<file path="config.mk">
export PLATFORM = sky130hd
export DESIGN_NAME = brg_top
export DESIGN_NICKNAME = d
export VERILOG_FILES = /design/src/rtl/brg_pkg.sv /design/src/rtl/brg_regs.sv /design/src/rtl/brg_prescale.sv /design/src/rtl/brg_tick16.sv /design/src/rtl/brg_top.sv
export SDC_FILE = /design/constraint.sdc
export NUM_CORES = 1
export LEC_CHECK = 0
export ABC_AREA = 1
export BUFFER_PORTS_ARGS = -buffer_cell sky130_fd_sc_hd__buf_2
export CORE_MARGIN = 2
export CORE_UTILIZATION = 45
export CTS_BUF_LIST = sky130_fd_sc_hd__clkbuf_16
export CTS_CLUSTER_SIZE = 12
export DETAILED_ROUTE_END_ITERATION = 16
export GPL_TIMING_DRIVEN = 0
export HOLD_SLACK_MARGIN = 0.08
export REMOVE_ABC_BUFFERS = 1
export SYNTH_ARGS = -nofsm -noshare
export SYNTH_HDL_FRONTEND = slang
export SYNTH_SLANG_ARGS = --single-unit
</file>
<file path="constraint.sdc">
create_clock -name clk -period 3.07 [get_ports clk]
set_input_delay 0.307 -clock clk [delete_from_list [all_inputs] [get_ports clk]]
set_output_delay 0.307 -clock clk [all_outputs]
set_load 0.05 [all_outputs]
</file>
<file path="src/rtl/brg_pkg.sv">
// Shared constants and the write-code type of the baud rate generator.
package brg_pkg;
    localparam int BYTE_W = 8;

    typedef enum logic [1:0] {
        OP_NONE = 2'd0,
        OP_LO   = 2'd1,
        OP_HI   = 2'd2,
        OP_CTL  = 2'd3
    } wr_op_e;
endpackage

</file>
<file path="src/rtl/brg_regs.sv">
// Divisor register file: a low byte and a shared control byte whose top bits
// carry the upper divisor bits. Assumes one write code per cycle.
module brg_regs
    import brg_pkg::*;
#(
    parameter int DIV_W = 10
) (
    input  logic                clk,
    input  logic                rst_n,
    input  logic [1:0]          wr_op,
    input  logic [BYTE_W-1:0]   wr_data,
    output logic [BYTE_W-1:0]   ctl_q,
    output logic [DIV_W-1:0]    div_word
);
    localparam int HI_W  = DIV_W - BYTE_W;
    localparam int LOW_W = BYTE_W - HI_W;

    logic [BYTE_W-1:0] lo_q;
    wr_op_e            op;

    assign op = wr_op_e'(wr_op);

    // Register update for the three write codes.
    always_ff @(posedge clk) begin
        if (!rst_n) begin
            lo_q  <= '0;
            ctl_q <= '0;
        end else begin
            case (op)
                OP_LO:   lo_q <= wr_data;
                OP_HI:   ctl_q[BYTE_W-1 -: HI_W] <= wr_data[BYTE_W-1 -: HI_W];
                OP_CTL:  ctl_q <= wr_data;
                default: ;
            endcase
        end
    end

    // Divisor word assembly from both registers.
    assign div_word = {ctl_q[BYTE_W-1 -: HI_W], lo_q};

    a_r5_hi_keeps_low: assert property (@(posedge clk) disable iff (!rst_n)
        wr_op == 2'd2 |=> ctl_q[LOW_W-1:0] == $past(ctl_q[LOW_W-1:0]));
    a_r5_lo_keeps_ctl: assert property (@(posedge clk) disable iff (!rst_n)
        wr_op == 2'd1 |=> $stable(ctl_q));
    a_r4_lo_loads: assert property (@(posedge clk) disable iff (!rst_n)
        wr_op == 2'd1 |=> div_word[BYTE_W-1:0] == $past(wr_data));
endmodule

</file>
<file path="src/rtl/brg_prescale.sv">
// Mantissa/exponent prescaler: a power-of-two stage feeding a mantissa stage,
// giving one pulse per (N+1)*2^M cycles. The divisor in use is replaced only
// at terminal count, or freely while idle.
module brg_prescale #(
    parameter int MANT_W = 6,
    parameter int EXP_W  = 4
) (
    input  logic                      clk,
    input  logic                      rst_n,
    input  logic                      run,
    input  logic [MANT_W+EXP_W-1:0]   div_word,
    output logic                      os_tick,
    output logic                      fire
);
    localparam int DIV_W  = MANT_W + EXP_W;
    localparam int PCNT_W = (1 << EXP_W) - 1;

    logic [DIV_W-1:0]  act_q;
    logic [MANT_W-1:0] mcnt_q;
    logic [PCNT_W-1:0] pcnt_q;
    logic [PCNT_W-1:0] pmask;
    logic              p_wrap;
    logic              term;

    // Terminal detection for both stages from the divisor in use.
    always_comb begin
        pmask  = PCNT_W'((64'd1 << act_q[DIV_W-1:MANT_W]) - 64'd1);
        p_wrap = (pcnt_q == pmask);
        term   = p_wrap && (mcnt_q == act_q[MANT_W-1:0]);
    end

    assign fire = run && term;

    // Counter stepping, pulse register and divisor hand-over.
    always_ff @(posedge clk) begin
        if (!rst_n) begin
            act_q   <= '0;
            mcnt_q  <= '0;
            pcnt_q  <= '0;
            os_tick <= 1'b0;
        end else if (!run) begin
            act_q   <= div_word;
            mcnt_q  <= '0;
            pcnt_q  <= '0;
            os_tick <= 1'b0;
        end else begin
            os_tick <= term;
            pcnt_q  <= p_wrap ? '0 : pcnt_q + 1'b1;
            if (term) begin
                mcnt_q <= '0;
                act_q  <= div_word;
            end else if (p_wrap) begin
                mcnt_q <= mcnt_q + 1'b1;
            end
        end
    end

    a_r8_hold_mid_period: assert property (@(posedge clk) disable iff (!rst_n)
        run && !term |=> $stable(act_q));
    a_r2_count_bounds: assert property (@(posedge clk) disable iff (!rst_n)
        pcnt_q <= pmask && mcnt_q <= act_q[MANT_W-1:0]);
endmodule

</file>
<file path="src/rtl/brg_tick16.sv">
// Divides the oversampling pulse by RATIO to give the bit-rate pulse.
// Assumes fire is a single-cycle qualifier from the prescaler.
module brg_tick16 #(
    parameter int RATIO = 16
) (
    input  logic clk,
    input  logic rst_n,
    input  logic run,
    input  logic fire,
    output logic bit_tick
);
    localparam int CW = $clog2(RATIO);

    logic [CW-1:0] cnt_q;
    logic          last;

    assign last = (cnt_q == CW'(RATIO - 1));

    // Count oversampling pulses and mark each RATIO-th one.
    always_ff @(posedge clk) begin
        if (!rst_n || !run) begin
            cnt_q    <= '0;
            bit_tick <= 1'b0;
        end else begin
            bit_tick <= fire && last;
            if (fire) cnt_q <= last ? '0 : cnt_q + 1'b1;
        end
    end

    a_r3_bit_from_fire: assert property (@(posedge clk) disable iff (!rst_n)
        bit_tick |-> $past(fire));
endmodule

</file>
<file path="src/rtl/brg_top.sv">
// Baud rate generator top: register file, prescaler and bit-rate divider.
// Assumes a single reference clock domain and a synchronous active-low reset.
module brg_top
    import brg_pkg::*;
#(
    parameter int MANT_W   = 6,
    parameter int EXP_W    = 4,
    parameter int OS_RATIO = 16
) (
    input  logic                      clk,
    input  logic                      rst_n,
    input  logic                      pwr_en,
    input  logic [1:0]                wr_op,
    input  logic [7:0]                wr_data,
    output logic                      os_tick,
    output logic                      bit_tick,
    output logic [MANT_W+EXP_W-1:0]   div_word,
    output logic [7:0]                ctl_byte,
    output logic                      m_zero_warn
);
    localparam int DIV_W = MANT_W + EXP_W;

    logic fire;

    brg_regs #(.DIV_W(DIV_W)) u_regs (
        .clk      (clk),
        .rst_n    (rst_n),
        .wr_op    (wr_op),
        .wr_data  (wr_data),
        .ctl_q    (ctl_byte),
        .div_word (div_word)
    );

    brg_prescale #(.MANT_W(MANT_W), .EXP_W(EXP_W)) u_pre (
        .clk      (clk),
        .rst_n    (rst_n),
        .run      (pwr_en),
        .div_word (div_word),
        .os_tick  (os_tick),
        .fire     (fire)
    );

    brg_tick16 #(.RATIO(OS_RATIO)) u_bit (
        .clk      (clk),
        .rst_n    (rst_n),
        .run      (pwr_en),
        .fire     (fire),
        .bit_tick (bit_tick)
    );

    // Exponent-zero warning from the programmed divisor.
    assign m_zero_warn = (div_word[DIV_W-1:MANT_W] == '0);

    a_r9_quiet_when_off: assert property (@(posedge clk) disable iff (!rst_n)
        !pwr_en |=> !os_tick && !bit_tick);
    a_r3_bit_with_os: assert property (@(posedge clk) disable iff (!rst_n)
        bit_tick |-> os_tick);
endmodule

</file>
==> summary.md, run 1 <==
| Metric | Value |
|---|---|
| DP Area | `just over 3000 µm²` |
| Via density | `about 5.0` |
| Syn Area/Cell | `around 6.4 µm²` |
| Crit share post-route | `roughly 89%` |
| Port bufs | `33` |
| Post-route clock skew | `0.00501 ns` |
| Pin count of the biggest net entering global routing | `31` |
| Most frequent cells in the layout | `111 x nand2_1, 98 x nor2_1, 49 x dfxtp_1` |
| FF+latch count, synth | `53` |
| Clk slew on worst S/H paths | `0.07 ns` |
| Avg WL per Cell | `11.2 µm` |
| First-pass GRT wire length | `about 11 mm` |
| Post-synthesis sequential area ratio | `37.6%` |
| Worst-Margin Slew | `~0.66 ns` |
| Synth Instances | `443` |
| Layout cells sized above 1 | `12.7%` |
| Netlist cell types | `28` |
| Antenna Violating Nets Remaining | `0` |
| Final GP Congestion | `between 0.8 and 0.9` |
| Crit path time final | `around 2.7 ns` |
| Row cnt | `28` |
| Cells after DPL | `540` |
| CP Capture Type | `flip-flop` |
| HPWL after DPL | `~4.7 mm` |
| Pre-antenna DRT Iters | `4` |
| Filler-free cell count of the finished design | `~550` |
| Remaining DRCs | `0` |
| Final hold vios | `0` |
| Vias in the first global route | `around 2.5k` |
| Yosys warns | `0` |
| Inserted Clock Buffers | `5` |
| Grt total ovfl | `0` |
| Setup tns final | `0 ns` |
| Skew-Pair Late Insertion Delay | `0.29 ns` |
| Syn-to-layout area delta | `12.7%` |
| Initial Util | `a little under half` |
| Tot GR Track Use | `18.5%` |
| Design area | `~3200 µm²` |
| Routed wire length | `slightly above 6 mm` |
| Crit path kind | `flip-flop to flip-flop` |
| Hold Crit Start | `wr_data[6]` |
| Cell area after synthesis | `between 2000 and 3000 µm²` |
| Crit start category | `flip-flop` |
| R2R Path Start | `u_pre.act_q[9]$_SDFFE_PN0P_` |
| Nets@finish | `between 400 and 500` |
| Total I/O pin count | `34` |
| Hold Crit Class | `input pin to flip-flop` |
| # Max-Cap Violations | `0` |
| Worst path required time | `around 3.3 ns` |
| Max Root-Sink Buffers | `2` |
| Crit path launch | `u_pre.act_q[9]$_SDFFE_PN0P_` |
| Maximum vdd ir drop | `about 300 µV` |
| Clock sinks | `53` |
| Full die area | `roughly 6900 µm²` |
| CTS tree | `built` |
| H-tree depth | `2` |
| Diode count | `0` |
| Final setup vio count | `0` |
| Chip width | `83.2 µm` |
| Vias | `2,725` |
| Core Box Area | `approximately 6000 µm²` |
| Max-slew headroom | `55.3%` |
| Leakage power | `1.46 nW` |
| CTS Root Buffer Type | `clkbuf_16` |
| Status | `finished clean` |
| Final Max Slew Viols | `0` |
| Fmax | `around 360 MHz` |
| PwrDens | `just under 500 nW/µm²` |
| Setup Buffers After CTS | `0` |
| Worst EP arrival | `around 2.9 ns` |
| Die Ht | `about 83 µm` |
| Number of DRC markers in iteration 0 | `103` |
| Initial antenna violation count | `0` |
| Most common cell after layout, fill and taps aside | `nand2_1` |
| Worst-path maximum fanout | `12` |
-- registers in the layout, indices dropped and copies added (netlist names) --
register,cells
u_pre.pcnt_q,15
u_pre.act_q,10
u_regs.ctl_q,8
u_regs.lo_q,8
u_pre.mcnt_q,6
u_bit.cnt_q,4
u_bit.bit_tick,1
u_pre.os_tick,1
-- final timing paths --
kind / to / slack (ns) / cells after the start
setup / recovery: u_pre.mcnt_q[2]$_SDFFE_PP0P_ / 0.33 / 18
hold / removal: u_regs.ctl_q[6]$_SDFFE_PN0P_ / 0.26 / 3
setup reg to reg: u_pre.mcnt_q[2]$_SDFFE_PP0P_ / 0.33 / 18
hold reg to reg: u_pre.pcnt_q[0]$_SDFF_PP0_ / 0.47 / 1
-- cells in the mapped netlist --
cell type / number / share of area (%)
or2_1: 1 / 0.22
buf_2: 2 / 0.35
inv_2: 7 / 0.93
and3_1: 1 / 0.22
dfxtp_1: 53 / 38
o21ai_0: 17 / 3.0
nand3b_1: 3 / 0.80
buf_4: 6 / 1.6
xor2_1: 7 / 2.2
nor2_1: 99 / 13
nor2_4: 1 / 0.40
nor3b_1: 6 / 1.6
nand2_2: 2 / 0.44
o21bai_1: 1 / 0.27
clkbuf_1: 3 / 0.40
o21ai_1: 16 / 2.8
nand2_1: 112 / 15
nor3_1: 7 / 1.2
nand4_1: 10 / 2.2
xnor2_1: 3 / 0.93
or2_2: 3 / 0.66
a21oi_1: 15 / 2.7
inv_1: 39 / 5.2
nor2_2: 1 / 0.22
nand3_1: 19 / 3.4
clkinv_1: 2 / 0.27
ha_1: 4 / 1.8
nor4_1: 3 / 0.66
-- routing by layer --
metal  part of all wire [%]  track usage (%)  vias to the layer above
met5                      0                0                        -
met4                    1.6             5.81                        0
met3                    2.9             3.28                        9
met2                     48             32.6                       42
met1                     48             22.9                     1213
li1                       -                -                     1461
-- report_power, final --
| group | total [W] | leakage, nW | internal (W) | switching, W |
|---|---|---|---|---|
| sequential | 0.000739 | 0.434 | 0.000713 | 0.0000262 |
| combinational | 0.000273 | 0.952 | 0.0000794 | 0.000194 |
| clock | 0.000555 | 0.0718 | 0.000304 | 0.000251 |
| total | 0.00157 | 1.46 | 0.00110 | 0.000471 |
-- final cells by class --
| class | count | area (µm²) |
|---|---|---|
| Fill cell | 631 | 2810 |
| Multi-Input combinational cell | 331 | 1530 |
| Sequential cell | 53 | 1070 |
| Inverter | 48 | 180 |
| Timing Repair Buffer | 33 | 165 |
| Clock buffer | 5 | 125 |
| Tap cell | 75 | 93.8 |
| Clock inverter | 3 | 21.3 |
-- kinds of logic (layout without fill, tap and decap cells) --
kind of cell	after synthesis	count (layout)	synth area share (%)
xor gates and xnor gates	10	10	3.10
and+or+nand+nor	268	268	40.1
buffers and inverters	59	89	8.72
adders and majority gates	4	4	1.77
DFF	53	53	37.6
AOI/OAI and AO/OA	49	49	8.77
-- through the flow --
| stage | total power [W] | hold WS, ns | setup WS [ns] | utilization, % |
|---|---|---|---|---|
| after CTS | 0.00159 | 0.251 | 0.0336 | 52.9 |
| after floorplan | 0.000955 | 0.430 | 0.446 | - |
| after global placement | 0.00102 | 0.451 | -0.0954 | 50.4 |
| final | 0.00157 | 0.263 | 0.326 | 53.2 |
| after detailed placement | 0.00102 | 0.456 | -0.113 | 50.4 |
| after global routing | 0.00165 | 0.280 | -0.00520 | 53.2 |
-- timing repair --
item,4_1_cts,5_1_grt
setup endpoints to repair,7,31
gates resized for setup,1,7
hold buffers,0,0
-- worst max-delay path: stages (launching register included) --
cell and delay (ns):
dfxtp_2 0.48, nor2_4 0.09, nand2_1 0.09, ha_1 0.29, inv_1 0.11, nand2_1 0.07, nand2_1 0.05, nand2_1 0.08
nand2_1 0.05, nor2_1 0.10, nand2_1 0.06, nor2_1 0.08, nand2_1 0.09, nor2_4 0.23, nand2_2 0.16, nand2_4 0.18
inv_2 0.12, nand2_1 0.20, nor2_1 0.07
Power figures use the tool's default switching activity.
==> inputs of run 2 (changes only) <==
--- a/config.mk
+++ b/config.mk
@@ -7,13 +7,13 @@
 export LEC_CHECK = 0
 export ABC_AREA = 1
 export BUFFER_PORTS_ARGS = -buffer_cell sky130_fd_sc_hd__buf_2
-export CORE_MARGIN = 2
 export CORE_UTILIZATION = 45
 export CTS_BUF_LIST = sky130_fd_sc_hd__clkbuf_16
 export CTS_CLUSTER_SIZE = 12
 export DETAILED_ROUTE_END_ITERATION = 16
 export GPL_TIMING_DRIVEN = 0
 export HOLD_SLACK_MARGIN = 0.08
+export RECOVER_POWER = 25
 export REMOVE_ABC_BUFFERS = 1
 export SYNTH_ARGS = -nofsm -noshare
 export SYNTH_HDL_FRONTEND = slang
==> summary.md, run 2 (synthesis results as in run 1) <==
| Metric | Value |
|---|---|
| Crit share post-route | `about 91%` |
| Row cnt | `28` |
| Most frequent cells in the layout | `111 x nand2_1, 98 x nor2_1, 50 x dfxtp_1` |
| Final hold vios | `0` |
| Setup tns final | `0 ns` |
| # Max-Cap Violations | `0` |
| Core Box Area | `around 6000 µm²` |
| CP Capture Type | `flip-flop` |
| Grt total ovfl | `0` |
| Vias in the first global route | `2,438` |
| Hold Crit Class | `input pin to flip-flop` |
| Via density | `approximately 4.9` |
| Pin count of the biggest net entering global routing | `31` |
| Number of DRC markers in iteration 0 | `94` |
| Nets@finish | `approximately 500` |
| First-pass GRT wire length | `~10 mm` |
| Final setup vio count | `0` |
| Inserted Clock Buffers | `5` |
| Chip width | `around 81 µm` |
| Layout cells sized above 1 | `12.0%` |
| Crit path time final | `2.80 ns` |
| Most common cell after layout, fill and taps aside | `nand2_1` |
| Avg WL per Cell | `about 11 µm` |
| Max-slew headroom | `around 32%` |
| Final Max Slew Viols | `0` |
| Final GP Congestion | `just over 0.9` |
| Port bufs | `33` |
| Worst path required time | `roughly 3.2 ns` |
| Vias | `2,715` |
| Max Root-Sink Buffers | `2` |
| Hold_buf cts | `0` |
| HPWL after DPL | `roughly 4.6 mm` |
| Initial antenna violation count | `0` |
| Syn-to-layout area delta | `12.7%` |
| Pre-antenna DRT Iters | `4` |
| Crit path kind | `flip-flop to flip-flop` |
| PwrDens | `just under 500 nW/µm²` |
| CTS Root Buffer Type | `clkbuf_16` |
| Top Registers | `u_pre.pcnt_q x15, u_pre.act_q x10` |
| Leakage power | `about 1.5 nW` |
| Fmax | `roughly 360 MHz` |
| Antenna Violating Nets Remaining | `0` |
| Die Ht | `approximately 80 µm` |
| Total I/O pin count | `34` |
| Status | `finished clean` |
| Full die area | `between 6000 and 7000 µm²` |
| Worst EP arrival | `slightly below 3 ns` |
| Post-route clock skew | `approximately 0.0068 ns` |
| Diode count | `0` |
| Skew-Pair Late Insertion Delay | `~0.29 ns` |
| Tot GR Track Use | `20.4%` |
| Clk slew on worst S/H paths | `0.06 ns` |
| Crit start category | `flip-flop` |
| Largest register by flop count | `u_pre.pcnt_q` |
| Remaining DRCs | `0` |
| Maximum vdd ir drop | `approximately 320 µV` |
| Largest register FFs | `15` |
| Clock sinks | `53` |
| Initial Util | `between 40 and 50%` |
| Worst-path maximum fanout | `12` |
| Final design utilization | `53.1%` |
| Worst-Margin Slew | `just over 1 ns` |
| Routed wire length | `between 6 and 7 mm` |
| RSZ-0062 raised after global routing | `false` |
| CTS tree | `built` |
| H-tree depth | `2` |
## run 2: area by class of cell
type / count / area [µm²]
clock inverters: 3 / 15.0
clock buffers: 5 / 125
multi-input cells: 331 / 1530
well taps: 75 / 93.8
fillers: 628 / 2810
inverters: 48 / 180
flip-flops and latches: 53 / 1060
repair buffers: 35 / 176
## run 2: worst paths after layout
| path | start | endpoint | slack, ns | cells after the start |
|---|---|---|---|---|
| min reg2reg | u_pre.pcnt_q[0]$_SDFF_PP0_ | u_pre.pcnt_q[0]$_SDFF_PP0_ | 0.47 | 1 |
| min | wr_data[7] | u_regs.ctl_q[7]$_SDFFE_PN0P_ | 0.27 | 3 |
| max | u_pre.act_q[9]$_SDFFE_PN0P_ | u_pre.mcnt_q[3]$_SDFFE_PP0P_ | 0.27 | 18 |
| max reg2reg | u_pre.act_q[9]$_SDFFE_PN0P_ | u_pre.mcnt_q[3]$_SDFFE_PP0P_ | 0.27 | 18 |
## run 2: per-stage QoR
stage	area [µm²]	cells	setup WS, ns	hold WS [ns]	total power (W)
2_1_floorplan	2760	432	0.446	0.430	0.000955
3_3_place_gp	3020	540	-0.0951	0.451	0.00102
3_5_place_dp	3020	540	-0.0964	0.459	0.00102
4_1_cts	3160	548	0.0462	0.261	0.00157
5_1_grt	3180	550	0.00922	0.277	0.00163
6_report	3180	550	0.267	0.268	0.00155
## run 2: routing by layer
metal | GRT usage [%] | up-vias | wire [µm]
met4 | 6.96 | 0 | 84
li1 | - | 1463 | -
met2 | 35.3 | 37 | 2940
met1 | 25.5 | 1208 | 2850
met3 | 3.48 | 7 | 224
met5 | 0 | - | 0
## run 2: what timing repair did
item                       in CTS  in global routing
setup endpoints to repair       9                 30
setup buffers                   0                  2
pin swaps                       0                  1
gates resized for setup         1                  5
## run 2: worst max-delay path, stage by stage, from the launching register on
cell and delay [ns]:
dfxtp_2 0.40, nor2_2 0.26, nand3_1 0.11, ha_1 0.31, inv_1 0.04, nand2_1 0.05
nand2_1 0.07, nor2_1 0.11, nand2_1 0.06, nor2_1 0.09, nand2_1 0.07, nor2_1 0.08
nand2_1 0.09, nor2_4 0.23, nand2_2 0.15, nand2_4 0.18, inv_2 0.12, nand2_1 0.20
nor2_1 0.07
## run 2: power breakdown
group / internal, W / leakage (nW) / switching, W / total [W]
Clock: 0.000296 / 0.0724 / 0.000238 / 0.000534
Combinational: 0.0000797 / 0.949 / 0.000194 / 0.000274
Sequential: 0.000713 / 0.434 / 0.0000258 / 0.000739
